`config.mk`:
```
export PLATFORM = sky130hd
export DESIGN_NAME = nco_tick_gen
export DESIGN_NICKNAME = d
export VERILOG_FILES = /design/src/rtl/nco_pkg.sv /design/src/rtl/nco_word_regs.sv /design/src/rtl/nco_fold.sv /design/src/rtl/nco_accum.sv /design/src/rtl/nco_tick_gen.sv
export SDC_FILE = /design/constraint.sdc
export NUM_CORES = 1
export LEC_CHECK = 0
export BUFFER_PORTS_ARGS = -buffer_cell sky130_fd_sc_hd__buf_4
export CORE_MARGIN = 4
export CORE_UTILIZATION = 28
export DETAILED_ROUTE_END_ITERATION = 6
export GPL_TIMING_DRIVEN = 0
export SYNTH_ARGS = -nofsm -noshare
export SYNTH_HDL_FRONTEND = slang
export SYNTH_HIERARCHICAL = 1
export SYNTH_SLANG_ARGS = --single-unit
```
`constraint.sdc`:
```
create_clock -name clk -period 3.1 [get_ports clk]
set_input_delay 0.155 -clock clk [delete_from_list [all_inputs] [get_ports clk]]
set_output_delay 0.155 -clock clk [all_outputs]
set_load 0.05 [all_outputs]
```
`src/rtl/nco_pkg.sv`:
```
package nco_pkg;
   localparam int unsigned DEF_BYTE_W = 8;
   localparam int unsigned DEF_WORD_W = 2 * DEF_BYTE_W;

   typedef enum logic [1:0] {
      FOLD_NONE = 2'd0,
      FOLD_TWOS = 2'd1
   } fold_mode_e;
endpackage

```
`src/rtl/nco_word_regs.sv`:
```
module nco_word_regs #(
   parameter int unsigned BYTE_W = nco_pkg::DEF_BYTE_W,
   localparam int unsigned WORD_W = 2 * BYTE_W
) (
   input  logic              clk,
   input  logic              rst,
   input  logic              wr_hi,
   input  logic              wr_lo,
   input  logic [BYTE_W-1:0] wr_data,
   output logic [WORD_W-1:0] word_q
);
   logic [BYTE_W-1:0] hi_q;
   logic [BYTE_W-1:0] hi_next;

   assign hi_next = wr_hi ? wr_data : hi_q;

   always_ff @(posedge clk) begin
      if (rst) begin
         hi_q   <= '0;
         word_q <= '0;
      end else begin
         hi_q <= hi_next;
         if (wr_lo) begin
            word_q <= {hi_next, wr_data};
         end
      end
   end
endmodule

```
`src/rtl/nco_fold.sv`:
```
module nco_fold #(
   parameter int unsigned        WORD_W = nco_pkg::DEF_WORD_W,
   parameter nco_pkg::fold_mode_e MODE  = nco_pkg::FOLD_TWOS
) (
   input  logic [WORD_W-1:0] word,
   output logic [WORD_W-1:0] inc
);
   generate
      if (MODE == nco_pkg::FOLD_TWOS) begin : g_twos
         logic [WORD_W-1:0] neg;
         assign neg = (~word) + {{(WORD_W-1){1'b0}}, 1'b1};
         assign inc = word[WORD_W-1] ? neg : word;
      end else begin : g_raw
         assign inc = word;
      end
   endgenerate
endmodule

```
`src/rtl/nco_accum.sv`:
```
module nco_accum #(
   parameter int unsigned ACC_W = nco_pkg::DEF_WORD_W,
   localparam int unsigned MSB  = ACC_W - 1
) (
   input  logic             clk,
   input  logic             rst,
   input  logic [ACC_W-1:0] inc,
   output logic             sq,
   output logic             stb
);
   logic [ACC_W-1:0] acc_q;
   logic [ACC_W-1:0] acc_next;
   logic             stb_q;

   assign acc_next = acc_q + inc;

   always_ff @(posedge clk) begin
      if (rst) begin
         acc_q <= '0;
         stb_q <= 1'b0;
      end else begin
         acc_q <= acc_next;
         stb_q <= acc_next[MSB] & ~acc_q[MSB];
      end
   end

   assign sq  = acc_q[MSB];
   assign stb = stb_q;
endmodule

```
`src/rtl/nco_tick_gen.sv`:
```
module nco_tick_gen #(
   parameter int unsigned         BYTE_W = nco_pkg::DEF_BYTE_W,
   parameter nco_pkg::fold_mode_e FOLD   = nco_pkg::FOLD_TWOS
) (
   input  logic              clk,
   input  logic              rst,
   input  logic              wr_hi,
   input  logic              wr_lo,
   input  logic [BYTE_W-1:0] wr_data,
   output logic              sq_out,
   output logic              rise_stb
);
   localparam int unsigned WORD_W = 2 * BYTE_W;

   generate
      if (BYTE_W < 2) begin : g_bad_width
         $error("nco_tick_gen: BYTE_W must be at least 2");
      end
   endgenerate

   logic [WORD_W-1:0] word_q;
   logic [WORD_W-1:0] inc_w;

   nco_word_regs #(.BYTE_W(BYTE_W)) u_regs (
      .clk     (clk),
      .rst     (rst),
      .wr_hi   (wr_hi),
      .wr_lo   (wr_lo),
      .wr_data (wr_data),
      .word_q  (word_q)
   );

   nco_fold #(.WORD_W(WORD_W), .MODE(FOLD)) u_fold (
      .word (word_q),
      .inc  (inc_w)
   );

   nco_accum #(.ACC_W(WORD_W)) u_acc (
      .clk (clk),
      .rst (rst),
      .inc (inc_w),
      .sq  (sq_out),
      .stb (rise_stb)
   );
endmodule

```
==> results of run 1 <==
## routing by layer
layer,up-vias,share of wire,track usage
li1,961,-,-
met1,881,0.49,0.132
met2,21,0.47,0.182
met3,9,0.027,0.0238
met4,0,0.016,0.0336
met5,-,0,0
## where the power goes
group / internal (mW) / switching [mW] / leakage (nW)
sequential: 0.611 / 0.0416 / 0.341
combinational: 0.331 / 0.376 / 0.852
clock: 0.234 / 0.184 / 0.0540
## per-stage QoR
step / area, um2 / hold WS, ns / TNS (ns) / util / power, mW
floorplan: 2340 / 0.228 / 0 / - / 1.14
global placement: 2560 / 0.376 / -0.340 / 0.313 / 1.25
detailed placement: 2560 / 0.381 / -0.614 / 0.313 / 1.26
CTS: 2810 / 0.0534 / -0.0289 / 0.344 / 1.77
global route: 2870 / 0.0773 / -0.264 / 0.351 / 1.90
finish: 2870 / 0.0665 / -0.0519 / 0.351 / 1.78
## logic make-up after synthesis
family	share of synthesized area
adder cells (fa/ha/maj)	0.0943
XOR/XNOR	0.0862
flip-flops	0.351
multiplexers	0.0846
AO/OA/AOI/OAI	0.196
AND/OR/NAND/NOR	0.146
buffers and inverters	0.0418
## worst reg2reg max path: stages (launching register included)
cell,delay (ns)
dfxtp_1,0.36
or4_4,0.60
o41ai_4,0.38
xnor2_1,0.13
ha_1,0.36
nand4_1,0.16
or4_4,0.44
mux2_4,0.32
a311oi_2,0.23
a41o_1,0.12
## what timing repair did
item	CTS	global route
endpoints found under the setup margin	4	4
hold endpoints to repair	0	0
setup buffers	13	1
pin swaps	12	4
resized for setup	21	18
## layout make-up
class | count | area (um2) | share of cell area
multi-input cells | 193 | 1520 | 0.530
well taps | 105 | 131 | 0.0457
flip-flops and latches | 41 | 833 | 0.290
inverters | 4 | 15.0 | 0.00523
repair buffers | 24 | 184 | 0.0640
clock buffers | 5 | 68.8 | 0.0240
clock inverters | 2 | 35.0 | 0.0122
plain buffers | 11 | 81.3 | 0.0283
## worst max-delay path by stage
stage	cells after the start	to	slack, ns	from
4_1_cts	11	u_acc/acc_q[15]	-0.03	u_regs/word_q[0]
6_report	9	u_acc/acc_q[15]	-0.05	u_regs/word_q[3]
5_1_grt	12	u_acc/acc_q[15]	-0.18	u_regs/word_q[0]
3_3_place_gp	13	u_acc/acc_q[15]	-0.20	u_regs/word_q[0]
2_1_floorplan	12	u_acc/acc_q[15]	0.02	u_regs/word_q[0]
3_5_place_dp	13	u_acc/acc_q[15]	-0.27	u_regs/word_q[0]
## state kept, by name, indices dropped and copies added (netlist names)
name           cells
u_acc/acc_q       16
u_acc/stb          1
u_regs/hi_q        8
u_regs/word_q     16
## synth_stat cells (2+ instances only)
cell type	number	area (um2)
nor2_1	40	150
mux2_2	2	22.5
a21o_1	4	30.0
xnor2_1	18	158
or2_2	2	12.5
xor2_1	5	43.8
o21a_1	5	37.5
o31ai_1	5	37.5
nand2b_1	2	12.5
or3_1	3	18.8
nor2b_1	6	37.5
nand2_1	6	22.5
mux2i_1	16	160
or4_1	2	15.0
a21oi_1	16	80.1
o41ai_2	4	65.1
buf_6	2	22.5
ha_1	16	200
a211oi_1	8	60.1
buf_2	3	15.0
dfxtp_1	41	821
clkbuf_1	6	22.5
nand3_1	3	15.0
nand4_1	2	12.5
o21ai_0	10	50.1
buf_4	3	22.5
inv_1	4	15.0
==> out/qor.log, run 1 <==
INFO  routing        remaining_drc_errors=0
INFO  layout         commonest_cells_after_routing_fill_and_taps_aside=nor2_1, dfxtp_1, buf_4
INFO  synth          netlist_area=0.00234mm2
INFO  cts            root_buffer=clkbuf_8
INFO  layout         final_layout_size_suffix_gt1_frac=0.279
INFO  synth          netlist_instances=252
INFO  worst_setup_path critPathKind=register to register
INFO  layout         antennaDiodeCount=0
INFO  die            die_x=99.3um
INFO  sta            clock_skew=0.00499ns
INFO  job            cap_violations=0
INFO  worst_setup_path crit_fanout=5
INFO  pwr            power_per_cell_area=619mW/mm2
INFO  routing        route.detailed.vias_per_inst=4.86
INFO  worst_setup_path slowest_stage=or4_4
INFO  worst_setup_path timing.critical_path.required=3.34ns
INFO  die            coreArea=0.00818mm2
INFO  grt            grt_first_pass_wirelength=8490um
INFO  worst_setup_path rr_startpoint=u_regs/word_q[3]
INFO  grt            grt_util_all_layers=0.106
INFO  sta            finalHoldViolCount=0
INFO  place          place_ws=-0.270ns
INFO  routing        drtAntennaViolNets=0
INFO  hold_path      min-delay-start=rst
INFO  synth          postSynthNetCount=281
INFO  hold_path      hold_wc_path_type=input pin to register
INFO  layout         fillCellCount=871
INFO  cts            max-clock-path-buffers=2
INFO  cts            htree_levels=2
INFO  routing        wl=5100um
INFO  layout         commonest_non_fill_non_tap_cell_in_the_layout=nor2_1
INFO  die            dieHeight=99.3um
INFO  sta            achievable-frequency=0.317GHz
INFO  pwr            worst_ir_drop_vdd=0.305mV
INFO  routing        drt-initial-drc-count=47
INFO  hold_path      whs_path_depth=2
INFO  synth          ys.warnings.count=6
INFO  worst_setup_path critical_path.reg2reg.endpoint=u_acc/acc_q[15]
INFO  synth          yosys_most_used_dff=dfxtp_1
INFO  sta            final-max-slew-violation-count=0
INFO  synth          post_synth_edffs=0
INFO  worst_setup_path crit_chain=or4_4 -> o41ai_4 -> xnor2_1 -> ha_1 -> nand4_1 -> or4_4 -> mux2_4 -> a311oi_2 -> a41o_1
INFO  sta            setup_repair_after_global_routing_missed_its_margin=yes
INFO  worst_setup_path cpMostUsedCell=or4_4
INFO  place          placed_cells=368
INFO  worst_setup_path cp.buffers_inverters=0
INFO  cts            tritoncts=done
INFO  sta            finalWorstPathRequiredPeriod=3.15ns
INFO  synth          synth.lib_cells_used.distinct=45
INFO  cts            clk-insertion-delay-late=0.29ns
INFO  die            core.rowCount=33
INFO  worst_setup_path cpLargestDelayFamily=simple AND/OR/NAND/NOR gates
INFO  synth          synth_area_per_cell=9.27um2
INFO  synth          yosys_register_bits=41
INFO  routing        total_via_count_after_detailed_routing=1872
INFO  layout         final_nets=309
INFO  cts            cts-hold-fix-buffers=0
INFO  worst_setup_path worst_ep_arrival_time=3.39ns
INFO  routing        route.detailed.wl_per_inst=13.3um
INFO  cts            cts_buffers=5
INFO  pwr            power.leakage=1.25nW
INFO  worst_setup_path critPathCaptureType=register
INFO  routing        drt-pass1-iter-count=4
INFO  grt            number_of_antenna_violations_at_the_first_check_in_global_routing=0
INFO  synth          seq_area_frac_synth=0.351
INFO  grt            grt-ovfl-total=0
INFO  place          port_buffers=11
INFO  sta            setup_slack=-0.0519ns
INFO  grt            maximum_number_of_pins_on_one_net_before_global_route_repair=13
INFO  sta            timing_worst_slew_pin_value=0.591ns
INFO  place          detailedPlacementHpwl=3680um
INFO  hold_path      hold_end=u_regs/word_q[15]
INFO  cts            clkTransAtPathRegs=0.08ns
INFO  place          gp_routability_congestion=0.800
INFO  worst_setup_path timing.critical_path.slowest_cell_delay=0.60ns
INFO  grt            grt_pass1_vias=1841
INFO  sta            timing.max_slew.rel_slack=0.606
INFO  cts            tritoncts_num_sinks=41
INFO  worst_setup_path startpoint_type_of_the_worst_setup_path=register
INFO  worst_setup_path timing.reg2reg.setup_slack=-0.05ns
INFO  sta            setup_viol_count_final=1
INFO  worst_setup_path worst-r2r-cell-count=9
INFO  die            die-area=0.00987mm2
INFO  status         result_of_the_run=finished with violations
INFO  sta            final_period_utilization=1.02
INFO  status         violations=negative setup slack
INFO  layout         layoutNonFillerInstCount=385
INFO  die            io_pins=14
INFO  die            floorplan.initialDensity=0.286
INFO  layout         area_growth=23.0%
INFO  synth          synthArstFlopShare=0
Power figures use the tool's default switching activity.
==> run 2, diff against run 1 <==
--- a/config.mk
+++ b/config.mk
@@ -12,5 +12,4 @@
 export GPL_TIMING_DRIVEN = 0
 export SYNTH_ARGS = -nofsm -noshare
 export SYNTH_HDL_FRONTEND = slang
-export SYNTH_HIERARCHICAL = 1
 export SYNTH_SLANG_ARGS = --single-unit
==> out/qor.log, run 2 <==
INFO  die            die-area=0.0101mm2 [was 0.00987 mm2]
INFO  routing        dr_wl_met2=2730um [was 2390 um]
INFO  die            floorplan.initialDensity=0.289 [was 0.286]
INFO  sta            final_period_utilization=1.01 [was 1.02]
INFO  job            cap_violations=0 [unchanged]
INFO  place          detailedPlacementHpwl=4040um [was 3680 um]
INFO  synth          synth_largest_area_cell=dfxtp_1 [unchanged]
INFO  grt            maximum_number_of_pins_on_one_net_before_global_route_repair=17 [was 13]
INFO  sta            setup_viol_count_final=1 [unchanged]
INFO  routing        remaining_drc_errors=0 [unchanged]
INFO  place          port_buffers=10 [was 11]
INFO  routing        route.detailed.vias_per_inst=5.12 [was 4.86]
INFO  die            io_pins=14 [unchanged]
INFO  synth          synth.lib_cells_used.distinct=47 [was 45]
INFO  synth          synth.most_common_cell=dfxtp_1 [unchanged]
INFO  sta            final-max-slew-violation-count=0 [unchanged]
INFO  worst_setup_path crit_chain=or4_4 -> or3_4 -> o31ai_4 -> xnor2_2 -> ha_2 -> nand4_1 -> a2111o_1 -> a211o_1 -> a21oi_1 [was or4_4 -> o41ai_4 -> xnor2_1 -> ha_1 -> nand4_1 -> or4_4 -> mux2_4 -> a311oi_2 -> a41o_1]
INFO  synth          post_synth_most_frequent_cells=dfxtp_1, nor2_1, a21oi_1 [was dfxtp_1, nor2_1, xnor2_1]
INFO  place          gp_routability_congestion=0.797 [was 0.800]
INFO  routing        drtAntennaViolNets=0 [unchanged]
INFO  layout         commonest_cells_after_routing_fill_and_taps_aside=dfxtp_1, nor2_1, buf_4 [was nor2_1, dfxtp_1, buf_4]
INFO  hold_path      hold_wc_path_type=input pin to register [unchanged]
INFO  sta            achievable-frequency=0.321GHz [was 0.317 GHz]
INFO  status         violations=negative setup slack [unchanged]
INFO  layout         registers_with_the_highest_flip_flop_counts=u_acc.acc_q: 16 flops, u_regs.word_q: 16 flops, u_regs.hi_q: 8 flops [was u_acc/acc_q: 16 flops, u_regs/word_q: 16 flops, u_regs/hi_q: 8 flops]
INFO  routing        met1_length=2810um [was 2490 um]
INFO  die            core.rowCount=33 [unchanged]
INFO  cts            tritoncts=done [unchanged]
INFO  sta            finalHoldViolCount=0 [unchanged]
INFO  synth          ys.warnings.count=0 [was 6]
INFO  layout         area_growth=23.0% [about the same]
INFO  synth          yosys_most_used_dff=dfxtp_1 [unchanged]
INFO  sta            final.setup.tns=-0.0157ns [was -0.0519 ns]
INFO  pwr            combinational_group_share_of_total_power=0.437 [was 0.398]
INFO  pwr            power.sequential.fraction=0.354 [was 0.367]
INFO  cts            clkTransAtPathRegs=0.10ns [was 0.08 ns]
INFO  place          placedInstanceArea=0.00261mm2 [was 0.00256 mm2]
INFO  sta            setup_repair_after_global_routing_missed_its_margin=yes [unchanged]
INFO  layout         layoutNonFillerInstCount=404 [was 385]
INFO  grt            number_of_antenna_violations_at_the_first_check_in_global_routing=0 [unchanged]
INFO  cts            htree_levels=2 [unchanged]
INFO  cts            clk-insertion-delay-late=0.31ns [was 0.29 ns]
INFO  pwr            switching_share=0.382 [was 0.338]
INFO  synth          postSynthNetCount=302 [was 281]
INFO  layout         final_layout_size_suffix_gt1_frac=0.221 [was 0.279]
INFO  pwr            p_int=1.17mW [was 1.18 mW]
INFO  die            die_x=101um [was 99.3 um]
INFO  status         result_of_the_run=finished with violations [unchanged]
INFO  synth          synthArstFlopShare=0 [unchanged]
INFO  layout         stdcell_area=0.00295mm2 [was 0.00287 mm2]
INFO  worst_setup_path startpoint_type_of_the_worst_setup_path=register [unchanged]
INFO  cts            root_buffer=clkbuf_8 [unchanged]
INFO  synth          synth_top_area_frac=0.342 [was 0.351]
INFO  routing        wl=5740um [was 5100 um]
INFO  worst_setup_path critPathKind=register to register [unchanged]
INFO  pwr            fin_total_pwr=1.90mW [was 1.78 mW]
INFO  routing        drt-initial-drc-count=76 [was 47]
INFO  routing        route.detailed.wl_per_inst=14.2um [was 13.3 um]
INFO  layout         antennaDiodeCount=0 [unchanged]
INFO  synth          synth_area_per_cell=8.86um2 [was 9.27 um2]
INFO  layout         final_nets=329 [was 309]
INFO  sta            timing_worst_slew_pin_value=0.613ns [was 0.591 ns]
INFO  grt            grt_pass1_vias=2066 [was 1841]
INFO  cts            cts_buffers=5 [unchanged]
INFO  place          place_ws=-0.350ns [was -0.270 ns]
INFO  pwr            switching_power=725uW [was 601 uW]
INFO  pwr            worst_ir_drop_vdd=0.221mV [was 0.305 mV]
INFO  grt            grt-ovfl-total=0 [unchanged]
INFO  grt            grt_util_all_layers=0.120 [was 0.106]
INFO  worst_setup_path timing.critical_path.required=3.35ns [was 3.34 ns]
INFO  grt            grt_first_pass_wirelength=9780um [was 8490 um]
INFO  routing        drt-pass1-iter-count=4 [unchanged]
INFO  worst_setup_path worst_ep_arrival_time=3.36ns [was 3.39 ns]
INFO  sta            timing.max_slew.rel_slack=0.591 [was 0.606]
INFO  worst_setup_path critPathCaptureType=register [unchanged]
INFO  pwr            power_per_cell_area=643mW/mm2 [was 619 mW/mm2]
INFO  worst_setup_path crit_fanout=4 [was 5]
INFO  synth          netlist_instances=271 [was 252]
INFO  sta            setup_slack=-0.0157ns [was -0.0519 ns]
INFO  synth          netlist_area=0.00240mm2 [was 0.00234 mm2]
INFO  pwr            clock_power_share=0.209 [was 0.235]
INFO  routing        maxUsedRoutingLayer=met4 [unchanged]
INFO  cts            tritoncts_num_sinks=41 [unchanged]
INFO  worst_setup_path slowest_stage=or4_4 [unchanged]
INFO  pwr            power.leakage=1.17nW [was 1.25 nW]
INFO  place          placed_cells=386 [was 368]
INFO  synth          ys_top_cells_by_area=dfxtp_1, ha_1, mux2i_1 [unchanged]
INFO  die            coreArea=0.00830mm2 [was 0.00818 mm2]
INFO  synth          yosys_register_bits=41 [unchanged]
INFO  cts            cts-hold-fix-buffers=0 [unchanged]
INFO  sta            clock_skew=0.0105ns [was 0.00499 ns]
INFO  synth          post_synth_edffs=0 [unchanged]
INFO  synth          seq_area_frac_synth=0.342 [was 0.351]
INFO  cts            max-clock-path-buffers=2 [unchanged]
INFO  routing        total_via_count_after_detailed_routing=2068 [was 1872]
INFO  layout         commonest_non_fill_non_tap_cell_in_the_layout=dfxtp_1 [was nor2_1]
INFO  die            dieHeight=101um [was 99.3 um]
INFO  worst_setup_path timing.critical_path.slowest_cell_delay=0.55ns [was 0.60 ns]
INFO  sta            finalWorstPathRequiredPeriod=3.12ns [was 3.15 ns]
INFO  routing        wl_met3=134um [was 140 um]
run 2: routing by layer:
layer	GRT usage	vias up
met5	0	-
met3	0.0256	8
met2	0.202	29
met4	0.0342	0
li1	-	1040
met1	0.155	991
run 2: final timing paths:
check | startpoint | endpoint | slack [ns] | cells past startpoint
max | u_regs.word_q[3] | u_acc.stb | -0.02 | 9
min | wr_data[7] | u_regs.word_q[7] | 0.09 | 3
max reg2reg | u_regs.word_q[3] | u_acc.stb | -0.02 | 9
min reg2reg | u_acc.acc_q[15] | u_acc.stb | 0.45 | 1
run 2: cells by family (layout without fill, tap and decap cells):
logic type / Yosys count / count (layout) / share of synthesized area
AO/OA/AOI/OAI: 70 / 70 / 0.197
XOR/XNOR: 19 / 19 / 0.0693
adder cells (fa/ha/maj): 19 / 19 / 0.102
buffers and inverters: 19 / 47 / 0.0297
flip-flops: 41 / 41 / 0.342
multiplexers: 19 / 19 / 0.0808
AND/OR/NAND/NOR: 84 / 84 / 0.179
run 2: cell type report:
type | count | area, um2
Fill cell | 844 | 5350
Multi-Input combinational cell | 211 | 1660
Sequential cell | 41 | 828
Timing Repair Buffer | 23 | 173
Tap cell | 105 | 131
Clock buffer | 5 | 68.8
Buffer | 11 | 42.5
Clock inverter | 3 | 28.8
Inverter | 5 | 18.8
run 2: critical path: cells and delay by family, from the launching register on:
family / cells / cell delay [ns]
simple gates: 3 / 1.16
flops: 1 / 0.35
fa+ha+maj: 1 / 0.36
compound gates: 4 / 1.06
xor+xnor: 1 / 0.11
run 2: power by group through the flow:
stage / registers (mW) / logic, mW / clock network [mW]
final: 0.672 / 0.830 / 0.397
after global routing: 0.682 / 0.925 / 0.435
after floorplan: 0.699 / 0.497 / 0
after global placement: 0.677 / 0.649 / 0
after CTS: 0.668 / 0.774 / 0.408
after detailed placement: 0.679 / 0.662 / 0
run 2: stage by stage:
| step | utilization | hold slack [ns] |
|---|---|---|
| final | 0.356 | 0.0921 |
| after global routing | 0.356 | 0.0929 |
| after CTS | 0.346 | 0.0854 |
| after detailed placement | 0.314 | 0.410 |
| after global placement | 0.314 | 0.403 |
| after floorplan | - | 0.302 |
run 2: repair_timing:
action,in CTS,in global routing
pin swaps,17,5
buffers inserted,11,2
resized for setup,21,11
setup endpoints to repair,7,5
==> run 3, diff against run 2 <==
--- a/config.mk
+++ b/config.mk
@@ -7,9 +7,10 @@
 export LEC_CHECK = 0
 export BUFFER_PORTS_ARGS = -buffer_cell sky130_fd_sc_hd__buf_4
 export CORE_MARGIN = 4
-export CORE_UTILIZATION = 28
+export CORE_UTILIZATION = 55
 export DETAILED_ROUTE_END_ITERATION = 6
 export GPL_TIMING_DRIVEN = 0
+export PLACE_DENSITY = 0.76
 export SYNTH_ARGS = -nofsm -noshare
 export SYNTH_HDL_FRONTEND = slang
 export SYNTH_SLANG_ARGS = --single-unit
==> out/qor.log, run 3 (synthesis gave the netlist of run 2 again) <==
INFO  pwr            clock_power_share=0.231 [was 0.209]
INFO  pwr            power.leakage=1.19nW [was 1.17 nW]
INFO  sta            achievable-frequency=0.323GHz [was 0.321 GHz]
INFO  hold_path      min-delay-start=wr_data[6] [was wr_data[7]]
INFO  place          port_buffers=10 [unchanged]
INFO  sta            final-max-slew-violation-count=0 [unchanged]
INFO  routing        drtAntennaViolNets=0 [unchanged]
INFO  worst_setup_path slowest_stage=or4_4 [unchanged]
INFO  pwr            worst_ir_drop_vdd=0.344mV [was 0.221 mV]
INFO  routing        remaining_drc_errors=0 [unchanged]
INFO  pwr            switching_share=0.357 [was 0.382]
INFO  place          gp_routability_congestion=0.813 [was 0.797]
INFO  grt            grt-ovfl-total=0 [unchanged]
INFO  worst_setup_path worst_ep_arrival_time=3.32ns [was 3.36 ns]
INFO  routing        wl=5580um [was 5740 um]
INFO  grt            gr-max-usage-layer=met2 [unchanged]
INFO  layout         layoutNonFillerInstCount=350 [was 404]
INFO  job            cap_violations=0 [unchanged]
INFO  cts            root_buffer=clkbuf_8 [unchanged]
INFO  sta            setup_repair_after_global_routing_missed_its_margin=yes [unchanged]
INFO  routing        drt-initial-drc-count=158 [was 76]
INFO  cts            htree_levels=2 [unchanged]
INFO  grt            maximum_number_of_pins_on_one_net_before_global_route_repair=14 [was 17]
INFO  cts            cts-hold-fix-buffers=0 [unchanged]
INFO  sta            clock_skew=0.0106ns [was 0.0105 ns]
INFO  grt            number_of_antenna_violations_at_the_first_check_in_global_routing=0 [unchanged]
INFO  place          detailedPlacementHpwl=3870um [was 4040 um]
INFO  pwr            power.sequential.fraction=0.340 [was 0.354]
INFO  worst_setup_path timing.reg2reg.setup_slack=0.005ns [was -0.02 ns]
INFO  routing        route.detailed.vias_per_inst=6.01 [was 5.12]
INFO  place          place_ws=-0.313ns [was -0.350 ns]
INFO  grt            use_met2=0.367 [was 0.202]
INFO  cts            cts_buffers=5 [unchanged]
INFO  grt            grt_pass1_vias=2060 [was 2066]
INFO  layout         commonest_cells_after_routing_fill_and_taps_aside=dfxtp_1, nor2_1, buf_4 [unchanged]
INFO  sta            setup_viol_count_final=0 [was 1]
INFO  pwr            combinational_group_share_of_total_power=0.429 [was 0.437]
INFO  die            dieHeight=74.1um [was 101 um]
INFO  cts            max-clock-path-buffers=2 [unchanged]
INFO  worst_setup_path cpLargestDelayFamily=simple AND/OR/NAND/NOR gates [unchanged]
INFO  layout         final_nets=330 [was 329]
INFO  layout         commonest_non_fill_non_tap_cell_in_the_layout=dfxtp_1 [unchanged]
INFO  worst_setup_path critPathKind=register to register [unchanged]
INFO  layout         seqCellArea=831um2 [was 828 um2]
INFO  sta            finalWorstPathRequiredPeriod=3.10ns [was 3.12 ns]
INFO  worst_setup_path critPathCaptureType=register [unchanged]
INFO  pwr            switching_power=706uW [was 725 uW]
INFO  pwr            p_int=1.27mW [was 1.17 mW]
INFO  place          placed_cells=331 [was 386]
INFO  sta            setup_slack=0.00456ns [was -0.0157 ns]
INFO  layout         antennaDiodeCount=0 [unchanged]
INFO  routing        drt-pass1-iter-count=5 [was 4]
INFO  layout         fillCellCount=313 [was 844]
INFO  worst_setup_path crit_chain=or4_4 -> or3_4 -> o41ai_4 -> xnor2_1 -> ha_1 -> nand4_1 -> buf_4 -> nor3_4 -> a2111oi_4 -> a211o_1 -> a21oi_1 [was or4_4 -> or3_4 -> o31ai_4 -> xnor2_2 -> ha_2 -> nand4_1 -> a2111o_1 -> a211o_1 -> a21oi_1]
INFO  status         result_of_the_run=finished clean [was finished with violations]
INFO  layout         multi_input_comb_area=0.00164mm2 [was 0.00166 mm2]
INFO  die            io_pins=14 [unchanged]
INFO  grt            grt.met3_usage=0.0432 [was 0.0256]
INFO  layout         area_growth=20.6% [was 23.0%]
INFO  worst_setup_path timing.critical_path.slowest_cell_delay=0.53ns [was 0.55 ns]
INFO  die            floorplan.initialDensity=0.583 [was 0.289]
INFO  hold_path      hold_end=u_regs.word_q[6] [was u_regs.word_q[7]]
INFO  sta            timing_worst_slew_pin_value=0.641ns [was 0.613 ns]
INFO  routing        route.detailed.wl_per_inst=15.9um [was 14.2 um]
INFO  cts            clk-insertion-delay-late=0.30ns [was 0.31 ns]
INFO  worst_setup_path startpoint_type_of_the_worst_setup_path=register [unchanged]
INFO  hold_path      hold_wc_path_type=input pin to register [unchanged]
INFO  grt            grt_first_pass_wirelength=9360um [was 9780 um]
INFO  routing        total_via_count_after_detailed_routing=2105 [was 2068]
INFO  layout         registers_with_the_highest_flip_flop_counts=u_acc.acc_q: 16 flops, u_regs.word_q: 16 flops, u_regs.hi_q: 8 flops [unchanged]
INFO  grt            grt_use_met1=0.275 [was 0.155]
INFO  sta            timing.max_slew.rel_slack=0.572 [was 0.591]
INFO  die            die_x=74.1um [was 101 um]
INFO  grt            grt_util_all_layers=0.220 [was 0.120]
INFO  worst_setup_path cp.buffers_inverters=1 [was 0]
INFO  hold_path      whs_path_depth=3 [unchanged]
INFO  cts            tritoncts=done [unchanged]
INFO  worst_setup_path rr_startpoint=u_regs.word_q[4] [was u_regs.word_q[3]]
INFO  die            die-area=0.00549mm2 [was 0.0101 mm2]
INFO  cts            clkTransAtPathRegs=0.08ns [was 0.10 ns]
INFO  worst_setup_path worst-r2r-cell-count=11 [was 9]
INFO  worst_setup_path critical_path.reg2reg.endpoint=u_acc.stb [unchanged]
INFO  sta            final_period_utilization=0.999 [was 1.01]
INFO  sta            finalHoldViolCount=0 [unchanged]
INFO  pwr            power_per_cell_area=683mW/mm2 [was 643 mW/mm2]
INFO  worst_setup_path timing.critical_path.required=3.33ns [was 3.35 ns]
INFO  cts            tritoncts_num_sinks=41 [unchanged]
INFO  worst_setup_path crit_fanout=5 [was 4]
INFO  layout         final_layout_size_suffix_gt1_frac=0.217 [was 0.221]
INFO  die            core.rowCount=23 [was 33]
INFO  die            coreArea=0.00412mm2 [was 0.00830 mm2]
[run 3: how the worst max path moves through the flow]
stage | cells after the start | start | to
3_5_place_dp | 10 | u_regs.word_q[3] | u_acc.stb
6_report | 11 | u_regs.word_q[4] | u_acc.stb
2_1_floorplan | 10 | u_regs.word_q[3] | u_acc.stb
4_1_cts | 9 | u_regs.word_q[4] | u_acc.stb
3_3_place_gp | 10 | u_regs.word_q[3] | u_acc.acc_q[12]
5_1_grt | 10 | u_regs.word_q[4] | u_acc.acc_q[12]
[run 3: power by group through the flow]
stage / Clock, mW / Sequential [mW] / Combinational, mW
detailed placement: 0 / 0.678 / 0.657
finish: 0.456 / 0.672 / 0.848
CTS: 0.464 / 0.666 / 0.764
floorplan: 0 / 0.699 / 0.497
global route: 0.486 / 0.682 / 0.926
global placement: 0 / 0.675 / 0.643
[run 3: timing repair]
action,CTS,global route
pin swaps,16,13
resized for setup,15,17
setup buffers,11,3
endpoints found under the setup margin,6,7
[run 3: routing by layer]
layer  up-vias  share of wire
met3        18          0.045
li1       1041              -
met1       978           0.44
met2        68           0.49
met5         -              0
met4         0          0.027
[run 3: cell type report]
class | instances | share of cell area
clock inverter | 2 | 0.0130
tap | 50 | 0.0216
clock buffer | 6 | 0.0285
buffer | 11 | 0.0147
timing repair buffer | 24 | 0.0622
multi-input combinational | 211 | 0.567
sequential | 41 | 0.287
inverter | 5 | 0.00648
[run 3: worst min-delay path, delay by kind of cell]
family	cells	cell delay [ns]
buffers and inverters	1	0.08
AND/OR/NAND/NOR	1	0.07
multiplexers	1	0.05
[run 3: metrics by stage]
stage / hold WS, ns / cell area (um2) / setup TNS, ns / power, mW / util
2_1_floorplan: 0.302 / 2400 / 0 / 1.20 / -
5_1_grt: 0.106 / 2900 / -0.456 / 2.09 / 0.704
3_3_place_gp: 0.403 / 2540 / -1.07 / 1.32 / 0.617
6_report: 0.0972 / 2900 / 0 / 1.98 / 0.704
4_1_cts: 0.0960 / 2790 / -0.0453 / 1.89 / 0.679
3_5_place_dp: 0.407 / 2540 / -1.34 / 1.34 / 0.617
